--- src/rtl/fpm_pkg.sv ---
package fpm_pkg;
    typedef enum logic [1:0] {
        ORD_DIRECT       = 2'd0,
        ORD_DIRECT_WAIT  = 2'd1,
        ORD_CROSSED      = 2'd2,
        ORD_CROSSED_WAIT = 2'd3
    } ord_state_e;

    localparam logic [1:0] SEL_PANEL1 = 2'b01;
    localparam logic [1:0] SEL_PANEL2 = 2'b10;
endpackage

--- src/rtl/fpm_order_fsm.sv ---
module fpm_order_fsm
    import fpm_pkg::*;
(
    input  logic clk,
    input  logic rst_n,
    input  logic swap_req,
    input  logic busy,
    output logic crossed,
    output logic pending
);
    ord_state_e state_q, state_d;

    always_ff @(posedge clk or negedge rst_n) begin
        if (!rst_n) state_q <= ORD_DIRECT;
        else        state_q <= state_d;
    end

    always_comb begin
        state_d = state_q;
        unique case (state_q)
            ORD_DIRECT: begin
                if (swap_req) state_d = busy ? ORD_DIRECT_WAIT : ORD_CROSSED;
            end
            ORD_DIRECT_WAIT: begin
                if (!swap_req)  state_d = ORD_DIRECT;
                else if (!busy) state_d = ORD_CROSSED;
            end
            ORD_CROSSED: begin
                if (!swap_req) state_d = busy ? ORD_CROSSED_WAIT : ORD_DIRECT;
            end
            ORD_CROSSED_WAIT: begin
                if (swap_req)   state_d = ORD_CROSSED;
                else if (!busy) state_d = ORD_DIRECT;
            end
            default: state_d = ORD_DIRECT;
        endcase
    end

    always_comb begin
        crossed = 1'b0;
        pending = 1'b0;
        unique case (state_q)
            ORD_DIRECT:       begin crossed = 1'b0; pending = 1'b0; end
            ORD_DIRECT_WAIT:  begin crossed = 1'b0; pending = 1'b1; end
            ORD_CROSSED:      begin crossed = 1'b1; pending = 1'b0; end
            ORD_CROSSED_WAIT: begin crossed = 1'b1; pending = 1'b1; end
            default:          begin crossed = 1'b0; pending = 1'b0; end
        endcase
    end

    // order frozen while a program/erase runs
    p_order_frozen_busy_r7: assert property (@(posedge clk) disable iff (!rst_n)
        busy |=> $stable(crossed));

    // idle edge applies the requested order directly
    p_idle_apply_r6: assert property (@(posedge clk) disable iff (!rst_n)
        !busy |=> (crossed == $past(swap_req)) && !pending);

    // a mismatch seen while busy leaves a pending request
    p_pend_raise_r7: assert property (@(posedge clk) disable iff (!rst_n)
        (busy && (swap_req != crossed)) |=> pending);
endmodule

--- src/rtl/fpm_xlate.sv ---
module fpm_xlate
    import fpm_pkg::*;
#(
    parameter int ADDR_W = 16
) (
    input  logic [ADDR_W-1:0] addr,
    input  logic              dual_mode,
    input  logic              crossed,
    output logic [1:0]        panel_sel,
    output logic [ADDR_W-1:0] offset
);
    localparam int HALF_W = ADDR_W - 1;

    logic upper_half;
    logic to_panel2;

    always_comb begin
        upper_half = addr[ADDR_W-1];
        to_panel2  = dual_mode & (upper_half ^ crossed);
        panel_sel  = to_panel2 ? SEL_PANEL2 : SEL_PANEL1;
        if (dual_mode) offset = {1'b0, addr[HALF_W-1:0]};
        else           offset = addr;
    end
endmodule

--- src/rtl/fpm_conflict.sv ---
module fpm_conflict (
    input  logic [1:0] rd_sel,
    input  logic [1:0] wr_sel,
    input  logic       busy,
    output logic       stall
);
    always_comb begin
        stall = busy & (|(rd_sel & wr_sel));
    end
endmodule

--- src/rtl/dpanel_addr_map.sv ---
module dpanel_addr_map
    import fpm_pkg::*;
#(
    parameter int ADDR_W = 16
) (
    input  logic              clk,
    input  logic              rst_n,
    input  logic              dual_mode,
    input  logic              swap_req,
    input  logic              busy,
    input  logic [ADDR_W-1:0] rd_addr,
    input  logic [ADDR_W-1:0] wr_addr,
    output logic [1:0]        rd_panel_sel,
    output logic [ADDR_W-1:0] rd_offset,
    output logic [1:0]        wr_panel_sel,
    output logic [ADDR_W-1:0] wr_offset,
    output logic              rd_stall,
    output logic              order_swapped,
    output logic              swap_pending
);
    localparam int N_PATHS = 2;

    logic              crossed_q;
    logic              pending_q;
    logic [ADDR_W-1:0] path_addr [N_PATHS];
    logic [1:0]        path_sel  [N_PATHS];
    logic [ADDR_W-1:0] path_off  [N_PATHS];

    fpm_order_fsm u_order (
        .clk      (clk),
        .rst_n    (rst_n),
        .swap_req (swap_req),
        .busy     (busy),
        .crossed  (crossed_q),
        .pending  (pending_q)
    );

    assign path_addr[0] = rd_addr;
    assign path_addr[1] = wr_addr;

    for (genvar g = 0; g < N_PATHS; g++) begin : g_path
        fpm_xlate #(.ADDR_W(ADDR_W)) u_xlate (
            .addr      (path_addr[g]),
            .dual_mode (dual_mode),
            .crossed   (crossed_q),
            .panel_sel (path_sel[g]),
            .offset    (path_off[g])
        );
    end

    fpm_conflict u_conflict (
        .rd_sel (path_sel[0]),
        .wr_sel (path_sel[1]),
        .busy   (busy),
        .stall  (rd_stall)
    );

    assign rd_panel_sel  = path_sel[0];
    assign rd_offset     = path_off[0];
    assign wr_panel_sel  = path_sel[1];
    assign wr_offset     = path_off[1];
    assign order_swapped = dual_mode & crossed_q;
    assign swap_pending  = dual_mode & pending_q;

    // no stall without an active operation
    p_stall_needs_busy_r5: assert property (@(posedge clk) disable iff (!rst_n)
        rd_stall |-> busy);

    // different panels never stall
    p_split_no_stall_r5: assert property (@(posedge clk) disable iff (!rst_n)
        (rd_panel_sel != wr_panel_sel) |-> !rd_stall);

    // single panel always collides with an active operation
    p_single_stall_r8: assert property (@(posedge clk) disable iff (!rst_n)
        (!dual_mode && busy) |-> rd_stall);

    // selects stay one-hot
    p_sel_onehot_r9: assert property (@(posedge clk) disable iff (!rst_n)
        ($countones(rd_panel_sel) == 1) && ($countones(wr_panel_sel) == 1));
endmodule

--- config.mk ---
export PLATFORM = sky130hd
export DESIGN_NAME = dpanel_addr_map
export DESIGN_NICKNAME = d
export VERILOG_FILES = /design/src/rtl/fpm_pkg.sv /design/src/rtl/fpm_order_fsm.sv /design/src/rtl/fpm_xlate.sv /design/src/rtl/fpm_conflict.sv /design/src/rtl/dpanel_addr_map.sv
export SDC_FILE = /design/constraint.sdc
export NUM_CORES = 1
export LEC_CHECK = 0
export ABC_AREA = 1
export ABC_CLOCK_PERIOD_IN_PS = 1420
export BUFFER_PORTS_ARGS = -buffer_cell sky130_fd_sc_hd__buf_2
export CAP_MARGIN = 20
export CORE_MARGIN = 4
export CORE_UTILIZATION = 26
export CTS_CLUSTER_SIZE = 24
export DETAILED_ROUTE_END_ITERATION = 10
export MAX_ROUTING_LAYER = met4
export PLACE_DENSITY = 0.78
export SLEW_MARGIN = 20
export SYNTH_ARGS = -nofsm -noshare
export SYNTH_HDL_FRONTEND = slang
export SYNTH_HIERARCHICAL = 1
export SYNTH_SLANG_ARGS = --single-unit
export TNS_END_PERCENT = 20
--- constraint.sdc ---
create_clock -name clk -period 1.42 [get_ports clk]
set_input_delay 0.284 -clock clk [delete_from_list [all_inputs] [get_ports clk]]
set_output_delay 0.284 -clock clk [all_outputs]
set_load 0.1 [all_outputs]
## Word level (Yosys, flattened, before mapping)

Cells that the tools add are included.

- Output and inout port bits: 39
- Bits in registers: 2
- Word-level logic and storage cells: 38

- Reduce and logical (&&, ||, !) cells: 7
- Equal/unequal tests: 7
- Bitwise operators: 8
- Mux-type cells: 15

Operators by type and width:

| cell | count |
|---|---|
| $mux 16 | 2 |
| $mux 2 | 10 |
| $reduce_or 2->1 | 5 |
| $pmux 2 s4 | 1 |
| $ne 3x3->1 const B | 2 |
| $and 1x1->1 | 5 |
| $eq 2x2->1 const B | 2 |
| $ne 2x2->1 const B | 2 |
| $pmux 1 s2 | 2 |
| $reduce_and 4->1 | 1 |
| $and 2x2->2 | 1 |
| $eq 2x1->1 const B | 1 |
| $logic_not 2->1 | 1 |
| $xor 1x1->1 | 2 |

## Depth between registers and ports, before layout

Gate-level depths: netlist (run 1).

- Depth after elaboration: 9
- Gate-level depth with buffers: 7

## Hierarchy

Netlist (run 1), hierarchy kept.

By module, submodules not included:

| module | sequential area each (um^2) | cells an instance | area an instance (um^2) | times used |
|---|---|---|---|---|
| fpm_xlate | 0.0 | 25 | 157.7 | 2 |
| fpm_order_fsm | 50.0 | 11 | 91.3 | 1 |
| fpm_conflict | 0.0 | 4 | 20.0 | 1 |
| dpanel_addr_map | 0.0 | 4 | 15.0 | 1 |

## Least setup slack after synthesis (run 1)

Ideal clock, no wire load.

- Kind: register -> output
- Start: register u_order.state_q[1]
- End: output rd_stall
- Stages on the path, launching flop included: 6
- Slack: -1.333 ns
- Arrival time: 2.469 ns
- Data required time: 1.136 ns
- Cells stage by stage: dfrtp_1 > clkbuf_1 > nand2_1 > nand3_1 > nand2_1 > a21oi_2

- Longest elaborated chain between the ends: 9
- Elaborated cells between the ends (all ways): 16
- Those cells by class: 3 x eq/ne; 3 x mux; 6 x bitwise; 4 x reduce/logical

RTL lines:

| what | RTL line | text |
|---|---|---|
| from (decl) | fpm_order_fsm.sv:11 | `ord_state_e state_q, state_d;` |
| from (signal assigned) | fpm_order_fsm.sv:15 | `else state_q <= state_d;` |
| $eq 2x2->1, or another cell as far along | fpm_order_fsm.sv:42 | `unique case (state_q)` |
| $reduce_or 2->1 (no source line) | - |  |
| $pmux 1 s2 * | fpm_order_fsm.sv:42 |  |
| via crossed_q | dpanel_addr_map.sv:23 | `logic crossed_q;` |
| $xor 1x1->1 * | fpm_xlate.sv:19 | `to_panel2 = dual_mode & (upper_half ^ crossed);` |
| $and 1x1->1 * | fpm_xlate.sv:19 |  |
| $mux 2 * | fpm_xlate.sv:20 | `panel_sel = to_panel2 ? SEL_PANEL2 : SEL_PANEL1;` |
| via rd_panel_sel[0] | dpanel_addr_map.sv:13 | `output logic [1:0] rd_panel_sel,` |
| $and 2x2->2 * | fpm_conflict.sv:8 | `stall = busy & (\|(rd_sel & wr_sel));` |
| $reduce_or 2->1 * | fpm_conflict.sv:8 |  |
| $and 1x1->1 * | fpm_conflict.sv:8 |  |
| to (decl) | dpanel_addr_map.sv:17 | `output logic rd_stall,` |

Mark *: on every way through the listed nets, which the timed path passes. The rest lies on a longest branch.

## Final worst setup path (run 1)

- Start: register u_order.state_q[1]
- End: output rd_stall

- Longest elaborated chain between the ends: 9
- Elaborated cells between the ends (all ways): 16
- Those cells by class: 3 x eq/ne; 3 x mux; 6 x bitwise; 4 x reduce/logical

RTL lines:

| what | RTL line |
|---|---|
| $eq 2x2->1, or another cell as far along | fpm_order_fsm.sv:42 |
| $reduce_or 2->1 (no source line) | - |
| $pmux 1 s2 * | fpm_order_fsm.sv:42 |
| $xor 1x1->1 | fpm_xlate.sv:19 |
| $and 1x1->1 | fpm_xlate.sv:19 |
| $mux 2 | fpm_xlate.sv:20 |
| $and 2x2->2 * | fpm_conflict.sv:8 |
| $reduce_or 2->1 * | fpm_conflict.sv:8 |
| $and 1x1->1 * | fpm_conflict.sv:8 |

Every way passes the cells marked *; elsewhere a longest branch is shown, timed or not.

==> metrics, run 1 <==
failing checks setup timing; CP delay by family, top flip-flops; post-layout instance area 593 µm²; top cell type's share of synthesized area 54.4%; most frequent CP cell nand2_4; Seq cells post-synth 2; max cap viols 0; port bufs 15; total routed wirelength 933 µm; outcome complete, but fails checks; post-DP HPWL 816 µm; biggest registers after layout u_order/state_q (2); via count 329; CP bufs+invs 1; vias in the first global route 334; Root Driver clkbuf_4; initial antenna violation count 0; NetSw 0.249 mW; Starting Density 28.3%; # setup viols final 5; Setup crit start kind flip-flop; Final Worst Setup Slack -0.207 ns; Yosys warning total 6; nets@finish 100; worst-skew pair later-pin latency 0.22 ns; Clock power frac 22.9%; TritonCTS clock tree done; Comb power frac 63.8%; first-pass GRT wire length 1570 µm; Max Fclk 615 MHz; Int Pwr 0.280 mW; # H-tree levels 1; Die W 49.2 µm; Seq/Total Area, Yosys 11.3%; Final Power 0.529 mW; Register Area 51.3 µm²; Clock Skew 0.000528 ns; synthesized area per cell 6.40 µm²; global-route usage over all layers 8.75%; Inserted Clock Buffers 3; placed instance area 554 µm²; most frequent cells in the layout buf_12 (9), inv_1 (8), buf_4 (7), buf_2 (6); Clock Path Buffers 2; Crit path largest cell delay 0.46 ns; # clock sinks 2; Arr. time, crit path 1.34 ns; Layout Utilization 38.0%; Remaining Overflow, GRT 0; Worst-path clk slew 0.03 ns; Slew @ Worst Pin 0.220 ns; pin count of the biggest net entering global routing 8; crit-path cells nand2_4 -> nand2_4 -> nor2_4 -> nand2_4 -> a21oi_4 -> buf_12; cell leakage power 0.316 nW; core area 0.00156 mm²; overall die area 0.00242 mm²; power per cell area 893 mW/mm²; Via density 4.27; Net Sw Frac 47.1%; Worst path slowest cell dfrtp_2; placed cell count 73; # diodes 0; Final Wtd Congestion 0.793; Largest register FFs 2; cells after synthesis 69; RSZ-0062 raised after global routing yes; final cell count without fillers 77; area of the multi-input gates 196 µm²; synthesized area 442 µm²; CP Data Required Time 1.14 ns; synth top area cells buf_4 (54%), dfrtp_1 (11%), nand2_1 (11%), inv_1 (6.8%), nor2_1 (4.2%); num rows 14; Cell variety after synth 10; most common cell after layout, fill and taps aside buf_12; Setup TNS -0.520 ns; I/O Pins 76; Area Growth Syn to Fin 34.3%; crit end category primary output; Biggest register u_order/state_q; Pins Over Slew Limit 0; DRT Pass-1 Iters 3; wire length per cell after detailed routing 12.1 µm; Seq pwr share 13.2%; 1st-iter DRT viols 1; final hold vios 0; maximum vdd drop 0.437 mV; Crit Path Category flip-flop to primary output; Post-CTS Setup Bufs 0; area leader, netlist buf_4; antenna viol nets, final 0; min Tclk post-route 1.63 ns; Hold Crit Class input port to flip-flop; drt drc 0; Final period util 115%; height of the die 49.2 µm; fill count 153; Slew HR 85.3%; share of cells above drive strength 1 67.2%; Max Fanout on Critical Path 7; net count after synthesis 106
## repair_timing
item	4_1_cts	5_1_grt
setup endpoints to repair	6	6
hold endpoints to repair	2	0
gates resized for setup	2	0
pin swaps	4	0
hold buffers	1	0
## cell type report
| class | instances | share of cell area [%] |
|---|---|---|
| clock buffer | 3 | 3.80 |
| inverter | 8 | 5.06 |
| multi-input combinational | 25 | 33.1 |
| sequential | 2 | 8.65 |
| tap | 16 | 3.38 |
| timing repair buffer | 23 | 46.0 |
## power groups by stage
| stage | sequential (mW) | clock, mW | combinational, mW |
|---|---|---|---|
| 6_report | 0.0701 | 0.121 | 0.338 |
| 3_5_place_dp | 0.0704 | 0 | 0.337 |
| 2_1_floorplan | 0.0655 | 0 | 0.635 |
| 4_1_cts | 0.0703 | 0.129 | 0.341 |
| 3_3_place_gp | 0.0698 | 0 | 0.333 |
| 5_1_grt | 0.0711 | 0.142 | 0.352 |
## metrics by stage
step / hold slack [ns] / setup slack, ns
floorplan: -0.0116 / -0.474
finish: 0.285 / -0.207
global placement: 0.0728 / -0.0299
global route: 0.295 / -0.308
detailed placement: 0.0739 / -0.0603
CTS: 0.280 / -0.221
## synthesized netlist by cell type
cell type,n
o21ai_2,1
nand3_1,2
nor2_1,5
nand2_1,13
inv_1,8
clkbuf_1,2
dfrtp_1,2
a21oi_2,1
buf_4,32
nor2_2,3
## cell families after synthesis
| family | share of synthesized area (%) |
|---|---|
| simple gates | 21.8 |
| buf+inv | 62.9 |
| flops | 11.3 |
| compound gates | 3.97 |
## final timing paths
| kind | slack [ns] | endpoint | from | cells past startpoint |
|---|---|---|---|---|
| worst max-delay path | -0.21 | rd_stall | u_order/state_q[1] | 6 |
| worst min-delay path | 0.28 | u_order/state_q[1] | busy | 2 |
| worst max register to register | 0.52 | u_order/state_q[0] | u_order/state_q[1] | 3 |
| worst min register to register | 0.74 | u_order/state_q[1] | u_order/state_q[1] | 3 |
| max in group asynchronous | 0.94 | u_order/state_q[1] | rst_n | 2 |
| min in group asynchronous | 0.38 | u_order/state_q[1] | rst_n | 2 |
## layer usage
metal  global-route usage [%]  routed length, µm
met1                     7.33                298
met2                     12.3                426
met3                     5.20                163
met4                     10.4                 44
met5                        -                  0
(Power assumes the default switching activity.)
==> run 2, diff against run 1 <==
--- a/config.mk
+++ b/config.mk
@@ -5,16 +5,16 @@
 export SDC_FILE = /design/constraint.sdc
 export NUM_CORES = 1
 export LEC_CHECK = 0
-export ABC_AREA = 1
+export ABC_AREA = 0
 export ABC_CLOCK_PERIOD_IN_PS = 1420
-export BUFFER_PORTS_ARGS = -buffer_cell sky130_fd_sc_hd__buf_2
 export CAP_MARGIN = 20
 export CORE_MARGIN = 4
-export CORE_UTILIZATION = 26
+export CORE_UTILIZATION = 30
 export CTS_CLUSTER_SIZE = 24
 export DETAILED_ROUTE_END_ITERATION = 10
+export DONT_BUFFER_PORTS = 1
 export MAX_ROUTING_LAYER = met4
-export PLACE_DENSITY = 0.78
+export PLACE_DENSITY = 0.55
 export SLEW_MARGIN = 20
 export SYNTH_ARGS = -nofsm -noshare
 export SYNTH_HDL_FRONTEND = slang
==> metrics, run 2 <==
failing checks setup timing (unchanged); final hold vios 0 (unchanged); Inserted Clock Buffers 3 (unchanged); cell leakage power 0.193 nW (was 0.316 nW); first-pass GRT wire length 1230 µm (was 1570 µm); share of cells above drive strength 1 81.3% (was 67.2%); I/O Pins 76 (unchanged); Pins Over Slew Limit 0 (unchanged); placed cell count 41 (was 73); post-DP HPWL 763 µm (was 816 µm); Yosys warning total 6 (unchanged); Hold Crit Class input port to flip-flop (unchanged); # clock sinks 2 (unchanged); Seq cells post-synth 2 (unchanged); power per cell area 1210 mW/mm² (was 893 mW/mm²); Largest register FFs 2 (unchanged); Clock Path Buffers 2 (unchanged); ys async rst share 100% (unchanged); Post-synth top cells buf_4 (32), and2_1 (5), nor2b_1 (3), xor2_1 (3) (was buf_4 (32), nand2_1 (13), inv_1 (8)); Arr. time, crit path 1.48 ns (was 1.34 ns); area of the multi-input gates 178 µm² (was 196 µm²); Final Worst Setup Slack -0.341 ns (was -0.207 ns); # setup viols final 4 (was 5); top cell type's share of synthesized area 60.0% (was 54.4%); core area 0.00119 mm² (was 0.00156 mm²); drt drc 0 (unchanged); nets@finish 71 (was 100); Seq/Total Area, Yosys 12.5% (was 11.3%); net count after synthesis 88 (was 106); Final period util 124% (was 115%); Starting Density 33.8% (was 28.3%); num rows 12 (was 14); total routed wirelength 884 µm (was 933 µm); Remaining Overflow, GRT 0 (unchanged); maximum vdd drop 0.419 mV (was 0.437 mV); Clock Skew 0.0000952 ns (was 0.000528 ns); Synth Area in XOR/XNOR 6.56% (was 0%); crit end category primary output (unchanged); biggest registers after layout u_order/state_q (2) (unchanged); wire length per cell after detailed routing 19.2 µm (was 12.1 µm); pre-CTS setup slack -0.186 ns (was -0.0603 ns); Final Power 0.530 mW (was 0.529 mW); min Tclk post-route 1.76 ns (was 1.63 ns); overall die area 0.00198 mm² (was 0.00242 mm²); port bufs 0 (was 15); TritonCTS clock tree done (unchanged); Post-synth EDFFs 0 (unchanged); synth top area cells buf_4 (60%), dfrtp_1 (13%), and2_1 (7.8%), xor2_1 (6.6%), nor2b_1 (4.7%) (was buf_4 (54%), dfrtp_1 (11%), nand2_1 (11%), inv_1 (6.8%), nor2_1 (4.2%)); CP Data Required Time 1.14 ns (about the same); Crit Path Category flip-flop to primary output (unchanged); Setup crit start kind flip-flop (unchanged); Cell variety after synth 9 (was 10); cells after synthesis 51 (was 69); final cell count without fillers 46 (was 77); pin count of the biggest net entering global routing 9 (was 8); initial antenna violation count 0 (unchanged); fill count 123 (was 153); Max Fclk 568 MHz (was 615 MHz); most frequent cells in the layout buf_12 (6), buf_4 (5), and2_1 (3), clkbuf_4 (3) (was buf_12 (9), inv_1 (8), buf_4 (7), buf_2 (6)); # H-tree levels 1 (unchanged); area leader, netlist buf_4 (unchanged); largest family of logic cells by synthesized area buffers and inverters (unchanged); antenna viol nets, final 0 (unchanged); Area Growth Syn to Fin 9.06% (was 34.3%); RSZ-0062 raised after global routing yes (unchanged); Biggest register u_order/state_q (unchanged); Adder-Cell Fraction of Synth Area 0% (unchanged); global-route usage over all layers 9.33% (was 8.75%); most common cell after layout, fill and taps aside buf_12 (unchanged); max cap viols 0 (unchanged); dominant synthesized flop cell dfrtp_1 (unchanged); Slew HR 81.5% (was 85.3%); Via density 4.83 (was 4.27); Register Area 51.3 µm² (unchanged); mux contribution to synthesized area 2.81% (was 0%); Slew @ Worst Pin 0.280 ns (was 0.220 ns); DRT Pass-1 Iters 1 (was 3); Worst-path clk slew 0.03 ns (about the same); via count 222 (was 329); complex-gate fraction of the synthesized area 1.88% (was 3.97%); # diodes 0 (unchanged); most numerous cell in the Yosys netlist buf_4 (unchanged); synthesized area per cell 7.85 µm² (was 6.40 µm²); outcome complete, but fails checks (unchanged); height of the die 44.5 µm (was 49.2 µm); Root Driver clkbuf_4 (unchanged); worst-skew pair later-pin latency 0.22 ns (about the same); vias in the first global route 254 (was 334); Final Wtd Congestion 0.724 (was 0.793); Max Fanout on Critical Path 3 (was 7); synthesized area 400 µm² (was 442 µm²); Die W 44.5 µm (was 49.2 µm); 1st-iter DRT viols 0 (was 1); Post-Synth Simple-Gate Area 14.4% (was 21.8%)
run 2: changes by cell type after synthesis, moves of 3 or more:
cell	before	now
nand2_1	13	2
and2_1	0	5
nor2b_1	0	3
inv_1	8	0
nor2_2	3	0
nor2_1	5	0
xor2_1	0	3
run 2: critical path, stage by stage, from the launching register on:
cell and delay [ns]:
dfrtp_2 0.46, xor2_4 0.18, and2_4 0.17, a22oi_2 0.20, nor2b_4 0.07, buf_12 0.16
run 2: layout make-up:
class | count | area share, %
multi-input cells | 15 | 40.7
repair buffers | 12 | 38.4
flip-flops and latches | 2 | 11.7
clock buffers | 3 | 5.16
well taps | 14 | 4.01
run 2: worst paths after layout:
check / startpoint / cells after the start / endpoint / slack, ns
max: u_order/state_q[1] / 5 / rd_stall / -0.34
min: busy / 1 / u_order/state_q[0] / 0.20
max reg2reg: u_order/state_q[1] / 4 / u_order/state_q[0] / 0.28
min reg2reg: u_order/state_q[1] / 3 / u_order/state_q[1] / 0.86
max in group asynchronous: rst_n / 1 / u_order/state_q[1] / 0.98
min in group asynchronous: rst_n / 1 / u_order/state_q[0] / 0.30
run 2: power breakdown:
part | leakage, nW | internal, mW | switching (mW)
combinational | 0.156 | 0.121 | 0.211
clock | 0.0138 | 0.0932 | 0.0323
sequential | 0.0236 | 0.0637 | 0.00922
run 2: cell families after synthesis:
kind of cell,count (synthesis)
flops,2
simple gates,10
mux,1
compound gates,1
xor+xnor,3
buf+inv,34
run 2: through the flow:
step / utilization [%] / hold WS, ns / area (µm²) / setup TNS (ns)
finish: 36.8 / 0.197 / 437 / -0.593
global route: 36.8 / 0.205 / 437 / -0.769
CTS: 35.8 / 0.191 / 424 / -0.785
detailed placement: 29.1 / -0.0115 / 345 / -0.309
global placement: 29.1 / -0.0115 / 345 / -0.257
floorplan: - / -0.0116 / 505 / -1.62
run 2: repair_timing:
action / in CTS / in global routing
pin swaps: 2 / 3
hold buffers: 1 / 0
gates resized for setup: 10 / 3
hold endpoints to repair: 2 / 0
endpoints found under the setup margin: 6 / 6
setup buffers: 1 / 0
run 2: metal layers:
layer,wire length [µm],global-route usage (%)
met1,185,5.26
met2,413,12.9
met3,235,7.72
met5,0,-
met4,50,14.5
